===== config.mk =====
export PLATFORM = sky130hd
export DESIGN_NAME = fcsr_unit
export DESIGN_NICKNAME = d
export VERILOG_FILES = /design/src/rtl/fcsr_pkg.sv /design/src/rtl/fcsr_reg.sv /design/src/rtl/fcsr_cc_mux.sv /design/src/rtl/fcsr_exc.sv /design/src/rtl/fcsr_unit.sv
export SDC_FILE = /design/constraint.sdc
export NUM_CORES = 1
export LEC_CHECK = 0
export BUFFER_PORTS_ARGS = -buffer_cell sky130_fd_sc_hd__buf_2
export CAP_MARGIN = 20
export CORE_MARGIN = 2
export CORE_UTILIZATION = 30
export CTS_BUF_LIST = sky130_fd_sc_hd__clkbuf_16
export CTS_CLUSTER_SIZE = 24
export DETAILED_ROUTE_END_ITERATION = 6
export GPL_TIMING_DRIVEN = 0
export REMOVE_ABC_BUFFERS = 1
export SYNTH_ARGS = -nofsm -noshare
export SYNTH_HDL_FRONTEND = slang
export SYNTH_SLANG_ARGS = --single-unit

===== constraint.sdc =====
create_clock -name clk_i -period 1.05 [get_ports clk_i]
set_input_delay 0 -clock clk_i [delete_from_list [all_inputs] [get_ports clk_i]]
set_output_delay 0 -clock clk_i [all_outputs]
set_load 0.1 [all_outputs]

===== src/rtl/fcsr_pkg.sv =====
package fcsr_pkg;
  localparam int CSR_W     = 32;
  localparam int IDX_W     = $clog2(CSR_W);
  localparam int CC_NUM    = 8;
  localparam int CC_SEL_W  = $clog2(CC_NUM);
  localparam int CC0_BIT   = 23;
  localparam int CCN_BASE  = 24;
  localparam int UNIMP_BIT = 17;
  localparam int CAUSE_LO  = 12;
  localparam int ENABLE_LO = 7;
  localparam int FLAG_N    = 5;

  // code 0 lives apart from codes 1..7
  function automatic logic [IDX_W-1:0] cc_pos(input logic [CC_SEL_W-1:0] sel);
    if (sel == '0) return IDX_W'(CC0_BIT);
    return IDX_W'(CCN_BASE) + IDX_W'(sel);
  endfunction
endpackage


===== src/rtl/fcsr_reg.sv =====
module fcsr_reg
  import fcsr_pkg::*;
(
  input  logic                clk_i,
  input  logic                rst_ni,
  input  logic                wr_en_i,
  input  logic [CSR_W-1:0]    wr_data_i,
  input  logic                cc_wr_en_i,
  input  logic [CC_SEL_W-1:0] cc_wr_sel_i,
  input  logic                cc_wr_val_i,
  output logic [CSR_W-1:0]    q_o
);
  logic [CSR_W-1:0] q_q, q_d;

  always_comb begin
    q_d = wr_en_i ? wr_data_i : q_q;
    if (cc_wr_en_i) q_d[cc_pos(cc_wr_sel_i)] = cc_wr_val_i;
  end

  always_ff @(posedge clk_i or negedge rst_ni) begin
    if (!rst_ni) q_q <= '0;
    else         q_q <= q_d;
  end

  assign q_o = q_q;
endmodule


===== src/rtl/fcsr_cc_mux.sv =====
module fcsr_cc_mux
  import fcsr_pkg::*;
(
  input  logic [CSR_W-1:0]    csr_i,
  input  logic [CC_SEL_W-1:0] sel_i,
  output logic                cc_o
);
  logic [CC_NUM-1:0] cc_vec;

  for (genvar i = 0; i < CC_NUM; i++) begin : g_cc
    assign cc_vec[i] = csr_i[cc_pos(CC_SEL_W'(i))];
  end

  assign cc_o = cc_vec[sel_i];
endmodule


===== src/rtl/fcsr_exc.sv =====
module fcsr_exc
  import fcsr_pkg::*;
(
  input  logic [CSR_W-1:0] csr_i,
  output logic             exc_o
);
  logic [FLAG_N-1:0] hit;

  for (genvar k = 0; k < FLAG_N; k++) begin : g_hit
    assign hit[k] = csr_i[CAUSE_LO+k] & csr_i[ENABLE_LO+k];
  end

  // unimplemented-operation cause has no enable
  assign exc_o = csr_i[UNIMP_BIT] | (|hit);
endmodule


===== src/rtl/fcsr_unit.sv =====
module fcsr_unit
  import fcsr_pkg::*;
(
  input  logic        clk_i,
  input  logic        rst_ni,
  input  logic        wr_en_i,
  input  logic [31:0] wr_data_i,
  input  logic        cc_wr_en_i,
  input  logic [2:0]  cc_wr_sel_i,
  input  logic        cc_wr_val_i,
  input  logic [2:0]  cc_rd_sel_i,
  output logic        cc_rd_o,
  output logic [31:0] csr_o,
  output logic        exc_req_o
);
  logic [CSR_W-1:0] csr_q;

  fcsr_reg u_reg (
    .clk_i       (clk_i),
    .rst_ni      (rst_ni),
    .wr_en_i     (wr_en_i),
    .wr_data_i   (wr_data_i),
    .cc_wr_en_i  (cc_wr_en_i),
    .cc_wr_sel_i (cc_wr_sel_i),
    .cc_wr_val_i (cc_wr_val_i),
    .q_o         (csr_q)
  );

  fcsr_cc_mux u_cc (
    .csr_i (csr_q),
    .sel_i (cc_rd_sel_i),
    .cc_o  (cc_rd_o)
  );

  fcsr_exc u_exc (
    .csr_i (csr_q),
    .exc_o (exc_req_o)
  );

  assign csr_o = csr_q;
endmodule


==> results.py <==
metrics = {
    "outcome": {
        "status": "finished with violations",
        "violations": "setup timing",
    },
    "global_routing": {
        "grtUsageTotal_pct": 14.0,
        "grt_pass1_wl_um": 5490,
        "grt_pass1_vias": 1256,
        "antenna_found_initial": 0,
        "gr-total-overflow": 0,
        "grt_max_degree": 33,
    },
    "floorplan": {
        "die_area_sq_mm": 0.00537,
        "rows": 25,
        "core-area_sq_mm": 0.00466,
        "die_h_um": 73.3,
        "ios": 77,
        "die_w_um": 73.3,
        "initial_utilization_pct": 30.9,
    },
    "route": {
        "vias": 1213,
        "wl_per_cell_um": 14.6,
        "dr.pass1.iters": 3,
        "avgViaCountPerCell": 4.76,
        "ant_nets": 0,
        "wl_um": 3720,
        "initialDrtViolationCount": 21,
        "drc": 0,
    },
    "setup_path": {
        "r2r_setup_slack_ns": -0.12,
        "worst_setup_path_start_kind": "flip-flop",
        "critical_path_class": "reg -> out",
        "crit_fanout": 2,
        "crit_arrival_ns": 1.58,
        "critPathRequiredTime_ns": 1.05,
        "endpoint_kind": "primary output",
    },
    "synthesis": {
        "postSynthAreaPerCell_sq_um": 16.0,
        "seq_area_frac_synth_pct": 55.6,
        "synth_cell_types": 13,
        "ys.warnings.count": 0,
        "netlist_instances": 90,
        "ys_ff_latch": 32,
        "synth_area_sq_mm": 0.00144,
    },
    "cts": {
        "clockRootBuffer": "clkbuf_16",
        "clk_latency_ns": 0.27,
        "cts-htree-levels": 2,
        "cts.sinks": 32,
        "clock_path_buffers": 2,
        "cts_buffers": 5,
        "path_clk_slew_ns": 0.05,
        "cts_tree": "done",
    },
    "timing": {
        "setup_viol": 6,
        "slew_viol_final": 0,
        "setup_ws_ns": -0.534,
        "fin_crit_sh_pct": 151,
        "rsz0062_at_grt": "yes",
        "finalHoldViolCount": 0,
        "relSlewSlack_pct": 52.4,
        "period_needed_ns": 1.58,
        "finalClockSkew_ns": 0,
        "hold_slack_ns": 0.0813,
        "max_freq_mhz": 631,
        "worst_slew_pin_slew_ns": 0.714,
    },
    "placed_design": {
        "port-buffer-count": 76,
        "dpl_worst_slack_ns": -0.389,
        "gp_congestion": 0.727,
    },
    "layout": {
        "diodes": 0,
        "area_growth_pct": 72.1,
        "final_common_cell": "buf_2",
        "drive_above_1_share_pct": 67.2,
        "mostFrequentLayoutCells": "41 x buf_2, 35 x mux2_2, 32 x dfrtp_1",
        "final_util_pct": 53.2,
        "nFillCells": 389,
        "layout.nets": 243,
    },
    "power": {
        "power_frac_clock_pct": 32.2,
        "p_int_mw": 3.04,
        "p_leak_nw": 1.15,
        "p_comb_share_pct": 38.1,
        "switching_share_pct": 38.2,
        "max-vdd-ir-drop_mv": 1.20,
        "power.switching_mw": 1.88,
        "sequentialPowerShare_pct": 29.7,
        "power.density_mw_per_mm2": 1980,
    },
    "run": {
        "maxCapViolCount": 0,
    },
    "min_path": {
        "hold_class": "in -> reg",
    },
}
[metrics by stage]
| step | power [mW] | TNS (ns) | area (sq um) | std cells |
|---|---|---|---|---|
| floorplan | 2.72 | -10.43 | 1410 | 87 |
| global placement | 3.03 | -2.94 | 1860 | 217 |
| detailed placement | 3.06 | -4.37 | 1860 | 217 |
| CTS | 4.89 | -0.899 | 2380 | 252 |
| global route | 5.12 | -1.20 | 2480 | 255 |
| finish | 4.91 | -1.01 | 2480 | 255 |
[synthesized netlist by cell type]
library cell  number  area (sq um)
nor4b_1            1          8.76
buf_4              2          15.0
nand3_1            1          5.00
buf_6              1          11.3
dfrtp_1           32           801
a22oi_1            2          15.0
nand4_1            1          6.26
nand4b_1           3          26.3
nor4bb_1           2          20.0
a21oi_1            1          5.00
mux4_1             2          52.6
and4bb_2           1          12.5
mux2_2            41           462
[worst max-delay path: stages (launching register included)]
cell	delay, ns
dfrtp_1	0.40
mux4_2	0.46
mux2_4	0.29
buf_12	0.17
[kinds of logic after synthesis]
logic type      synth area share [%]
simple gates                    5.47
flops                           55.6
mux                             35.7
compound gates                  1.39
buf+inv                         1.82
[repair_timing]
action | in CTS | in global routing
hold buffers | 25 | 0
pin swaps | 0 | 1
buffers inserted | 2 | 5
resized for setup | 34 | 27
setup endpoints to repair | 32 | 20
hold endpoints to repair | 56 | 0
[path summary, 6_finish.rpt]
kind / from / endpoint / cells after the start
max in group asynchronous: rst_ni / async pin / 2
setup reg to reg: u_reg.q_o[23]$_DFF_PN0_ / u_reg.q_o[23]$_DFF_PN0_ / 3
hold reg to reg: flip-flop / flip-flop / 1
setup / recovery: u_reg.q_o[23]$_DFF_PN0_ / cc_rd_o / 3
min in group asynchronous: rst_ni / u_reg.q_o[29]$_DFF_PN0_ / 2
hold / removal: cc_wr_val_i / u_reg.q_o[25]$_DFF_PN0_ / 2
[layer usage]
metal | part of all wire, % | up-vias | routed length, um | track usage, %
met2 | 52 | 62 | 1940 | 25.3
li1 | - | 564 | - | -
met1 | 37 | 576 | 1390 | 14.0
met3 | 7.7 | 11 | 288 | 4.53
met4 | 2.7 | 0 | 99 | 7.41
met5 | 0 | - | 0 | 0
[area by class of cell]
class	instances	area, sq um	share of cell area [%]
clock buffer	5	125	5.05
clock inverter	3	38.8	1.56
multi-input combinational	55	643	25.9
sequential	32	801	32.3
tap	54	67.6	2.73
timing repair buffer	106	803	32.4
[power by group through the flow]
| stage | Sequential, mW | Combinational, mW | Clock (mW) |
|---|---|---|---|
| CTS | 1.45 | 1.78 | 1.65 |
| finish | 1.46 | 1.87 | 1.58 |
| floorplan | 2.41 | 0.307 | 0 |
| detailed placement | 1.47 | 1.59 | 0 |
| global route | 1.48 | 1.93 | 1.70 |
| global placement | 1.45 | 1.58 | 0 |
No activity file was read; power rests on OpenSTA's default activity.
